--- src/rtl/pwm_bank_pkg.sv ---
// Shared address map and field widths of the PWM bank.
// Assumes byte addresses and 32-bit register words.
package pwm_bank_pkg;
    localparam int unsigned PAIR_BASE   = 32'h020;
    localparam int unsigned PAIR_STRIDE = 32'h004;
    localparam int unsigned GATE_ADDR   = 32'h040;
    localparam int unsigned EN_ADDR     = 32'h080;
    localparam int unsigned CH_BASE     = 32'h100;
    localparam int unsigned CH_STRIDE   = 32'h020;
    localparam int unsigned PER_OFS     = 32'h004;
    localparam int unsigned SEL_BIT     = 7;
    localparam int unsigned EXP_W       = 4;
    localparam int unsigned DIV_MAX     = 8;
    localparam int unsigned PRE_W       = 8;
    localparam int unsigned CNT_W       = 16;
    localparam int unsigned POL_BIT     = PRE_W;
endpackage

--- src/rtl/pwm_regs.sv ---
// Register file of the PWM bank: stores the pair clock words, gate and
// enable bits and per-channel control/period words. It returns the masked
// contents on reads and flags a restart for every channel whose
// configuration is written. Assumes single-cycle writes.
module pwm_regs
    import pwm_bank_pkg::*;
#(
    parameter int unsigned NUM_CH = 4,
    parameter int unsigned ADDR_W = 12,
    localparam int unsigned NUM_PAIR = (NUM_CH + 1) / 2
) (
    input  logic                      clk,
    input  logic                      rst_n,
    input  logic                      wr_en,
    input  logic [ADDR_W-1:0]         addr,
    input  logic [31:0]               wdata,
    output logic [31:0]               rdata,
    output logic [NUM_PAIR-1:0]       pair_sel,
    output logic [NUM_PAIR*EXP_W-1:0] pair_exp,
    output logic [NUM_CH-1:0]         gate,
    output logic [NUM_CH-1:0]         en,
    output logic [NUM_CH-1:0]         pol,
    output logic [NUM_CH*PRE_W-1:0]   pre,
    output logic [NUM_CH*CNT_W-1:0]   last,
    output logic [NUM_CH*CNT_W-1:0]   act,
    output logic [NUM_CH-1:0]         restart
);

    logic [NUM_PAIR-1:0] pair_hit;
    logic [NUM_CH-1:0]   ctl_hit;
    logic [NUM_CH-1:0]   per_hit;
    logic                unused_wbits;

    assign unused_wbits = ^{wdata[31:POL_BIT+1], wdata[6:EXP_W]};

    // Decode the pair clock words.
    for (genvar p = 0; p < NUM_PAIR; p++) begin : g_pair
        assign pair_hit[p] = wr_en && (addr == ADDR_W'(PAIR_BASE + p * PAIR_STRIDE));

        // Store one pair clock word.
        always_ff @(posedge clk) begin
            if (!rst_n) begin
                pair_sel[p]                 <= 1'b0;
                pair_exp[p*EXP_W +: EXP_W]  <= '0;
            end else if (pair_hit[p]) begin
                pair_sel[p]                 <= wdata[SEL_BIT];
                pair_exp[p*EXP_W +: EXP_W]  <= wdata[EXP_W-1:0];
            end
        end
    end

    // Decode, store and restart each channel.
    for (genvar c = 0; c < NUM_CH; c++) begin : g_ch
        assign ctl_hit[c] = wr_en && (addr == ADDR_W'(CH_BASE + c * CH_STRIDE));
        assign per_hit[c] = wr_en && (addr == ADDR_W'(CH_BASE + c * CH_STRIDE + PER_OFS));
        assign restart[c] = ctl_hit[c] || per_hit[c] || pair_hit[c/2];

        // Store the channel control word.
        always_ff @(posedge clk) begin
            if (!rst_n) begin
                pol[c]                  <= 1'b0;
                pre[c*PRE_W +: PRE_W]   <= '0;
            end else if (ctl_hit[c]) begin
                pol[c]                  <= wdata[POL_BIT];
                pre[c*PRE_W +: PRE_W]   <= wdata[PRE_W-1:0];
            end
        end

        // Store the channel period word.
        always_ff @(posedge clk) begin
            if (!rst_n) begin
                last[c*CNT_W +: CNT_W]  <= '0;
                act[c*CNT_W +: CNT_W]   <= '0;
            end else if (per_hit[c]) begin
                last[c*CNT_W +: CNT_W]  <= wdata[2*CNT_W-1:CNT_W];
                act[c*CNT_W +: CNT_W]   <= wdata[CNT_W-1:0];
            end
        end
    end

    // Store the gate and enable bits.
    always_ff @(posedge clk) begin
        if (!rst_n) begin
            gate <= '0;
            en   <= '0;
        end else if (wr_en) begin
            if (addr == ADDR_W'(GATE_ADDR)) gate <= wdata[NUM_CH-1:0];
            if (addr == ADDR_W'(EN_ADDR))   en   <= wdata[NUM_CH-1:0];
        end
    end

    // Read multiplexer with unused bits forced to zero.
    always_comb begin
        rdata = '0;
        for (int p = 0; p < int'(NUM_PAIR); p++) begin
            if (addr == ADDR_W'(PAIR_BASE + p * PAIR_STRIDE)) begin
                rdata[SEL_BIT]     = pair_sel[p];
                rdata[EXP_W-1:0]   = pair_exp[p*EXP_W +: EXP_W];
            end
        end
        if (addr == ADDR_W'(GATE_ADDR)) rdata[NUM_CH-1:0] = gate;
        if (addr == ADDR_W'(EN_ADDR))   rdata[NUM_CH-1:0] = en;
        for (int c = 0; c < int'(NUM_CH); c++) begin
            if (addr == ADDR_W'(CH_BASE + c * CH_STRIDE)) begin
                rdata[POL_BIT]     = pol[c];
                rdata[PRE_W-1:0]   = pre[c*PRE_W +: PRE_W];
            end
            if (addr == ADDR_W'(CH_BASE + c * CH_STRIDE + PER_OFS)) begin
                rdata = {last[c*CNT_W +: CNT_W], act[c*CNT_W +: CNT_W]};
            end
        end
    end

    AST_EN_WRITE: assert property (@(posedge clk) disable iff (!rst_n)
        (wr_en && addr == ADDR_W'(EN_ADDR)) |=> en == $past(wdata[NUM_CH-1:0]));

endmodule

--- src/rtl/pwm_pair_div.sv ---
// Clock divider for one channel pair: selects one of two tick sources and
// emits every 2^M-th selected tick, with M limited to DIV_MAX. A restart
// clears the phase. Assumes the source ticks are one-cycle pulses.
module pwm_pair_div
    import pwm_bank_pkg::*;
(
    input  logic             clk,
    input  logic             rst_n,
    input  logic [1:0]       src_tick,
    input  logic             sel,
    input  logic [EXP_W-1:0] exp_in,
    input  logic             restart,
    output logic             div_tick
);

    logic [DIV_MAX-1:0] phase;
    logic [EXP_W-1:0]   eff_exp;
    logic [DIV_MAX:0]   mask_w;
    logic               src;

    assign src     = sel ? src_tick[1] : src_tick[0];
    assign eff_exp = (exp_in > EXP_W'(DIV_MAX)) ? EXP_W'(DIV_MAX) : exp_in;
    assign mask_w  = ((DIV_MAX+1)'(1) << eff_exp) - (DIV_MAX+1)'(1);
    assign div_tick = src && ((phase & mask_w[DIV_MAX-1:0]) == mask_w[DIV_MAX-1:0]);

    // Count selected source ticks; a restart realigns the phase.
    always_ff @(posedge clk) begin
        if (!rst_n || restart) phase <= '0;
        else if (src)          phase <= phase + 1'b1;
    end

    AST_DIV_SPACING: assert property (@(posedge clk) disable iff (!rst_n)
        (div_tick && eff_exp != '0 && !restart) |=> !div_tick);

endmodule

--- src/rtl/pwm_chan.sv ---
// One PWM channel: a prescaler over the divided pair tick feeding a period
// counter. The output is the active level while the count is below the
// active count. Assumes that every configuration change arrives with restart.
module pwm_chan
    import pwm_bank_pkg::*;
(
    input  logic             clk,
    input  logic             rst_n,
    input  logic             div_tick,
    input  logic             run,
    input  logic             restart,
    input  logic             pol,
    input  logic [PRE_W-1:0] pre,
    input  logic [CNT_W-1:0] last,
    input  logic [CNT_W-1:0] act,
    output logic             out
);

    logic [PRE_W-1:0] pc;
    logic [CNT_W-1:0] cnt;

    // Advance prescaler and period counter; hold both at zero when stopped.
    always_ff @(posedge clk) begin
        if (!rst_n || !run || restart) begin
            pc  <= '0;
            cnt <= '0;
        end else if (div_tick) begin
            if (pc == pre) begin
                pc  <= '0;
                cnt <= (cnt == last) ? '0 : cnt + 1'b1;
            end else begin
                pc  <= pc + 1'b1;
            end
        end
    end

    assign out = (run && cnt < act) ? pol : ~pol;

    AST_RESTART_CLEARS: assert property (@(posedge clk) disable iff (!rst_n)
        restart |=> (cnt == '0 && pc == '0));
    AST_CNT_IN_RANGE: assert property (@(posedge clk) disable iff (!rst_n)
        cnt <= last);
    AST_HOLD_WITHOUT_TICK: assert property (@(posedge clk) disable iff (!rst_n)
        (run && !restart && !div_tick) |=> $stable(cnt));
    AST_STOPPED_CLEAR: assert property (@(posedge clk) disable iff (!rst_n)
        !run |=> cnt == '0);

endmodule

--- src/rtl/pwm_bank.sv ---
// Top of the PWM bank: register file, one divider per channel pair and one
// counter per channel. Assumes src_tick pulses are synchronous to clk.
module pwm_bank
    import pwm_bank_pkg::*;
#(
    parameter int unsigned NUM_CH = 4,
    parameter int unsigned ADDR_W = 12
) (
    input  logic              clk,
    input  logic              rst_n,
    input  logic              wr_en,
    input  logic [ADDR_W-1:0] addr,
    input  logic [31:0]       wdata,
    output logic [31:0]       rdata,
    input  logic [1:0]        src_tick,
    output logic [NUM_CH-1:0] pwm_out
);

    localparam int unsigned NUM_PAIR = (NUM_CH + 1) / 2;

    logic [NUM_PAIR-1:0]       pair_sel;
    logic [NUM_PAIR*EXP_W-1:0] pair_exp;
    logic [NUM_PAIR-1:0]       pair_tick;
    logic [NUM_PAIR-1:0]       pair_restart;
    logic [NUM_CH-1:0]         gate, en, pol, restart;
    logic [NUM_CH*PRE_W-1:0]   pre;
    logic [NUM_CH*CNT_W-1:0]   last, act;

    pwm_regs #(.NUM_CH(NUM_CH), .ADDR_W(ADDR_W)) u_regs (
        .clk(clk), .rst_n(rst_n), .wr_en(wr_en), .addr(addr), .wdata(wdata),
        .rdata(rdata), .pair_sel(pair_sel), .pair_exp(pair_exp),
        .gate(gate), .en(en), .pol(pol), .pre(pre), .last(last), .act(act),
        .restart(restart)
    );

    for (genvar p = 0; p < NUM_PAIR; p++) begin : g_pair
        assign pair_restart[p] = wr_en && (addr == ADDR_W'(PAIR_BASE + p * PAIR_STRIDE));
        pwm_pair_div u_div (
            .clk(clk), .rst_n(rst_n), .src_tick(src_tick), .sel(pair_sel[p]),
            .exp_in(pair_exp[p*EXP_W +: EXP_W]), .restart(pair_restart[p]),
            .div_tick(pair_tick[p])
        );
    end

    for (genvar c = 0; c < NUM_CH; c++) begin : g_ch
        pwm_chan u_chan (
            .clk(clk), .rst_n(rst_n), .div_tick(pair_tick[c/2]),
            .run(gate[c] && en[c]), .restart(restart[c]), .pol(pol[c]),
            .pre(pre[c*PRE_W +: PRE_W]), .last(last[c*CNT_W +: CNT_W]),
            .act(act[c*CNT_W +: CNT_W]), .out(pwm_out[c])
        );
    end

endmodule

--- config.mk ---
export PLATFORM = sky130hd
export DESIGN_NAME = pwm_bank
export DESIGN_NICKNAME = d
export VERILOG_FILES = /design/src/rtl/pwm_bank_pkg.sv /design/src/rtl/pwm_regs.sv /design/src/rtl/pwm_pair_div.sv /design/src/rtl/pwm_chan.sv /design/src/rtl/pwm_bank.sv
export SDC_FILE = /design/constraint.sdc
export NUM_CORES = 1
export LEC_CHECK = 0
export BUFFER_PORTS_ARGS = -buffer_cell sky130_fd_sc_hd__buf_2
export CAP_MARGIN = 40
export CELL_PAD_IN_SITES_DETAIL_PLACEMENT = 0
export CELL_PAD_IN_SITES_GLOBAL_PLACEMENT = 1
export CORE_MARGIN = 2
export CORE_UTILIZATION = 35
export DETAILED_ROUTE_END_ITERATION = 10
export GPL_TIMING_DRIVEN = 0
export HOLD_SLACK_MARGIN = 0.12
export PLACE_DENSITY = 0.62
export REMOVE_ABC_BUFFERS = 1
export SLEW_MARGIN = 20
export SYNTH_ARGS = -nofsm -noshare
export SYNTH_HDL_FRONTEND = slang
export SYNTH_SLANG_ARGS = --single-unit
--- constraint.sdc ---
create_clock -name clk -period 8 [get_ports clk]
set_clock_uncertainty 0.1 [all_clocks]
set_input_delay 1.2 -clock clk [delete_from_list [all_inputs] [get_ports clk]]
set_output_delay 1.2 -clock clk [all_outputs]
set_load 0.05 [all_outputs]
* Word-level counts from Yosys, hierarchy flattened
Index checks and enable logic that the tools add are counted.
** Cells by class
- Eq/ne operators :: 22
- Reductions and logical operators :: 49
- $add $sub $neg :: 12
- Mux-type cells :: 30
- Shift operators :: 2
- Order comparisons :: 6
- Bitwise gates (word level) :: 6
** Operators with widths (count)
- $mux 32 :: 4
- $eq 12x9->1 const B :: 8
- $add 16x1->16 const B :: 4
- $eq 16x16->1 :: 4
- $lt 16x16->1 :: 4
- $mux 16 :: 4
- $add 8x1->8 const B :: 6
- $eq 8x8->1 :: 6
- $mux 9 :: 4
- $mux 8 :: 4
- $eq 12x6->1 const B :: 2
- $mux 4 :: 6
- $logic_and 1x1->1 :: 20
- $logic_or 1x1->1 :: 18
- $and 8x8->8 :: 2
- $shl 1x4->8 const A :: 2
- $sub 8x2->8 const B :: 2
- $eq 12x7->1 const B :: 1
- $eq 12x8->1 const B :: 1
- $reduce_and 2->1 :: 6
- $gt 4x4->1 const B :: 2
- $mux 1 :: 8
- $logic_not 1->1 :: 5
- $not 1->1 :: 4
** Word-level totals
- Output and inout port bits :: 36
- Bits of input ports :: 49
- Register bits after elaboration :: 294
- Logic and storage cells :: 159

* Logic depth before layout (Yosys ltp)
- Word-level depth :: 13
- Mapped depth :: 12
- Gate-level depth less buffers :: 9

* Modules after synthesis
A second synthesis with hierarchy kept.
** Second synthesis, totals
- Cells, all modules :: 2069
- Area, all modules :: 16901.2 um^2
** Modules (own cells, without submodules)
- pwm_regs :: sequential area each 3643.5 um^2, cells each 1035, area each 8421.8 um^2, times used 1
- pwm_chan :: sequential area each 480.5 um^2, cells each 225, area each 1843.0 um^2, times used 4
- pwm_pair_div :: sequential area each 160.2 um^2, cells each 62, area each 508.0 um^2, times used 2
- pwm_bank :: sequential area each 0.0 um^2, cells each 10, area each 91.3 um^2, times used 1

* Worst setup path before layout
No wires, ideal clock.
- Kind :: in2out
- Start point :: input port addr[8]
- End point :: output port rdata[7]
- Setup slack :: 2.450 ns
- Path buffers :: 3
- Arrival :: 4.250 ns
- Stages :: 9
- Required time :: 6.700 ns
- Cell sequence :: buf_2 -> nor4b_1 -> and3_1 -> clkbuf_1 -> and2_1 -> clkbuf_1 -> a21oi_1 -> a2bb2oi_1 -> a221oi_1
** Between the ends
- Longest elaborated chain between the ends :: 11
- Elaborated cells between the ends (all ways) :: 20
- Those cells by class :: 10 x eq/ne; 10 x mux
** RTL lines
- start: declaration :: line pwm_bank.sv:12 : input logic [ADDR_W-1:0] addr,
- $eq 12x6->1 :: line pwm_regs.sv:96 : if (addr == ADDR_W'(PAIR_BASE + p * PAIR_STRIDE)) begin
- $mux 1 (2 in a row) :: line pwm_regs.sv:96
- $mux 9 :: line pwm_regs.sv:104 : if (addr == ADDR_W'(CH_BASE + c * CH_STRIDE)) begin
- $mux 32 :: line pwm_regs.sv:108 : if (addr == ADDR_W'(CH_BASE + c * CH_STRIDE + PER_OFS)) begin
- $mux 9 :: line pwm_regs.sv:104
- $mux 32 :: line pwm_regs.sv:108
- $mux 9 :: line pwm_regs.sv:104
- $mux 32 :: line pwm_regs.sv:108
- $mux 9 :: line pwm_regs.sv:104
- $mux 32 (*) :: line pwm_regs.sv:108
- end: declaration :: line pwm_bank.sv:14 : output logic [31:0] rdata,
Every way passes the cells marked *; elsewhere a longest branch is shown, timed or not.

* Final worst setup path
- Start point :: input port addr[8]
- End point :: output port rdata[4]
** Between the ends
- Longest elaborated chain between the ends :: 9
- Elaborated cells between the ends (all ways) :: 16
- Those cells by class :: 8 x eq/ne; 8 x mux
** RTL lines (line)
- $eq 12x9->1 :: pwm_regs.sv:104
- $mux 9 :: pwm_regs.sv:104
- $mux 32 :: pwm_regs.sv:108
- $mux 9 :: pwm_regs.sv:104
- $mux 32 :: pwm_regs.sv:108
- $mux 9 :: pwm_regs.sv:104
- $mux 32 :: pwm_regs.sv:108
- $mux 9 :: pwm_regs.sv:104
- $mux 32 (*) :: pwm_regs.sv:108
Marked as above.

==> metrics.yaml <==
clocking:
  postCtsHoldBufs: 0
  numCtsBuffers: 37
  clk_path_buf_depth: 3
  cts_setup_buffers: 0
  htree_levels: 2
  postCtsResizedCells: 0
  path_clk_slew_ps: 60
  clock_sinks: 294
  cts_tree: "yes"
  cts-root-buf: "clkbuf_16"
  clk_latency_ps: 550
global_routing:
  antenna_found_initial: 0
  grt-ovfl-total: 0
  grt_pass1_vias: 14400
  grt_pass1_wl_um: 90500
  grtUsageTotal: 0.236
  grt_max_degree: 103
timing:
  hold_violations: 0
  fin_crit_sh: 0.694
  rsz0062_at_grt: "false"
  slew_headroom: 0.396
  fin_tns_setup_ps: 0
  min_period_ps: 5550
  setup_viol: 0
  fmax_ghz: 0.180
  final_max_slew_viol_count: 0
  worst_pin_slew_ps: 898
power:
  netSwitchingPower_mw: 0.762
  switching_share: 0.231
  cellPowerDensity_mw_per_mm2: 173
  power_frac_seq: 0.445
  power.internal_mw: 2.54
  p_clk_frac: 0.520
  peakVddDrop_v: 0.000103
  power_frac_comb: 0.035
  power.leakage_nw: 6.57
synth:
  synthesis.area_mm2: 0.0167
  synth.area.top_cells: "dfxtp_1 (35%), nand2_1 (9.7%), a21boi_0 (7.9%)"
  seq_area_frac_synth: 0.353
  synth_edf_count: 0
  syn_inst: 2111
  syn_area_per_cell_um2: 7.90
  synthArstFlopShare: 0
  synth_area_leader_cell: "dfxtp_1"
  yosysWarnings: 0
  synth-main-ff-cell: "dfxtp_1"
  yosysUniqueCellTypes: 71
  synth-seq-cells: 294
  yosysTopAreaCellShare: 0.353
route:
  drc: 0
  wl_per_cell_um: 21.1
  finalWirelength_um: 58700
  dr.pass1.iters: 5
  ant_nets: 0
  dr_total_vias: 15300
  drtIter0Drc: 1158
  vias_per_cell: 5.50
critical_path:
  timing.critical_path.cells: "buf_2 -> nor4b_1 -> clkdlybuf4s15_2 -> and3_1 -> and2_2 -> a221o_1 -> o21ai_0 -> a32oi_1 -> buf_2"
  cp-start-kind: "input pin"
  cp_slowest_cell: "and2_2"
  end_kind: "output pin"
  path_max_fanout: 30
  critPathMaxStageDelay_ps: 690
  worstSetupPathType: "in -> out"
  timing.critical_path.mode_cell: "buf_2"
  crit_required_ps: 6700
  arrival_ps: 4250
run:
  cap_viol_max_count: 0
cells_and_area:
  diodes: 0
  final_nets: 2264
  instances_no_fill: 2777
  final-seq-area_mm2: 0.00589
  drive_above_1_share: 0.102
  layout_commonest_cell: "nand2_1"
  final_area_mm2: 0.0191
  n_fill_cell: 4830
  final_cell_mix: "nand2_1 (432), dfxtp_1 (294), a21boi_0 (176)"
  multiInputGateArea_mm2: 0.0101
  synthToLayoutAreaGrowth_pct: 14.3
placed_design:
  dpl.cell_count: 2708
  io_buffers: 84
  gp_congestion: 0.840
  place_area_mm2: 0.0178
  place_hpwl_um: 43500
die:
  dieWidth_um: 222
  initial_core_util: 0.357
  die_h_um: 222
  dieArea_mm2: 0.0494
  pin_count: 85
  coreArea_mm2: 0.0468
  rows: 79
status:
  status: "completed"
min_path:
  hp-class: "reg -> reg"
## worst paths after layout
check	startpoint	endpoint	slack [ps]	depth (start not counted)
setup / recovery	addr[8]	rdata[4]	2450	9
setup reg to reg	u_regs.pair_exp[0]$_SDFFE_PN0P_	g_ch[1].u_chan.cnt[14]$_SDFFE_PP0P_	3930	8
hold reg to reg	u_regs.act[54]$_SDFFE_PN0P_	u_regs.act[54]$_SDFFE_PN0P_	360	2
hold / removal	u_regs.act[54]$_SDFFE_PN0P_	u_regs.act[54]$_SDFFE_PN0P_	360	2
## cell families after synthesis
| group | share of synthesized area |
|---|---|
| XOR/XNOR | 0.0756 |
| adder cells (fa/ha/maj) | 0.0540 |
| AND/OR/NAND/NOR | 0.253 |
| multiplexers | 0.0174 |
| buffers and inverters | 0.0473 |
| AO/OA/AOI/OAI | 0.200 |
| flip-flops | 0.353 |
## sequential cells by signal (all words and copies together), names as in the netlist
register / count
g_ch.u_chan.cnt: 64
u_regs.act: 64
u_regs.last: 64
g_ch.u_chan.pc: 32
u_regs.pre: 32
g_pair.u_div.phase: 16
u_regs.pair_exp: 8
u_regs.en: 4
u_regs.gate: 4
u_regs.pol: 4
u_regs.pair_sel: 2
## worst max-delay path: cells and delay by family
kind	cells	cell delay (ps)
compound gates	3	830
buf+inv	3	850
simple gates	3	1370
## area by class of cell
type | instances | area share
clock inverters | 10 | 0.00558
flip-flops and latches | 294 | 0.309
repair buffers | 111 | 0.0398
well taps | 607 | 0.0398
inverters | 83 | 0.0163
multi-input cells | 1616 | 0.530
clock buffers | 56 | 0.0593
## power by group through the flow
stage	Sequential (mW)	Clock [mW]	Combinational [mW]
6_report	1.47	1.72	0.116
2_1_floorplan	1.50	0	0.0404
4_1_cts	1.47	1.76	0.115
3_3_place_gp	1.50	0	0.114
3_5_place_dp	1.50	0	0.114
5_1_grt	1.47	1.82	0.123
## cell usage after synthesis, types with 5 or more instances
| cell | n |
|---|---|
| nand2b_1 | 12 |
| nand3_1 | 86 |
| a31oi_1 | 9 |
| o31ai_1 | 9 |
| nor2b_1 | 29 |
| nand4_1 | 45 |
| a221oi_1 | 7 |
| nor4_1 | 21 |
| buf_4 | 5 |
| and4_1 | 5 |
| xor2_1 | 56 |
| and3_1 | 26 |
| a21oi_1 | 75 |
| a21boi_0 | 176 |
| xnor2_1 | 88 |
| clkbuf_2 | 5 |
| and2_1 | 13 |
| nand2_1 | 432 |
| inv_1 | 82 |
| o221ai_1 | 7 |
| or3b_2 | 11 |
| or3_1 | 24 |
| a211oi_1 | 20 |
| ha_1 | 72 |
| nor3_1 | 30 |
| dfxtp_1 | 294 |
| a221o_1 | 7 |
| mux2i_1 | 20 |
| o211ai_1 | 6 |
| nor4b_1 | 6 |
| a22oi_1 | 44 |
| clkbuf_1 | 102 |
| nor2_1 | 106 |
| mux2_2 | 8 |
| o22ai_1 | 6 |
| o21ai_0 | 71 |
| a21o_1 | 14 |
| or4_1 | 17 |
| a2111oi_0 | 6 |
## per-stage QoR
stage / power [mW] / hold slack [ps] / util / setup WS, ps
6_report: 3.30 / 362 / 0.408 / 2450
5_1_grt: 3.41 / 381 / 0.408 / 2310
4_1_cts: 3.34 / 363 / 0.407 / 2390
3_5_place_dp: 1.62 / 356 / 0.381 / 2390
3_3_place_gp: 1.62 / 351 / 0.372 / 305
2_1_floorplan: 1.54 / 341 / - / 2420
## layer usage
metal  track usage  vias to the layer above  share of wire
li1              -                     7476              -
met5             0                        -              0
met4        0.0534                        0          0.019
met2         0.382                      349           0.46
met1         0.332                     7372           0.48
met3        0.0309                       66          0.043
(Power assumes the default switching activity.)
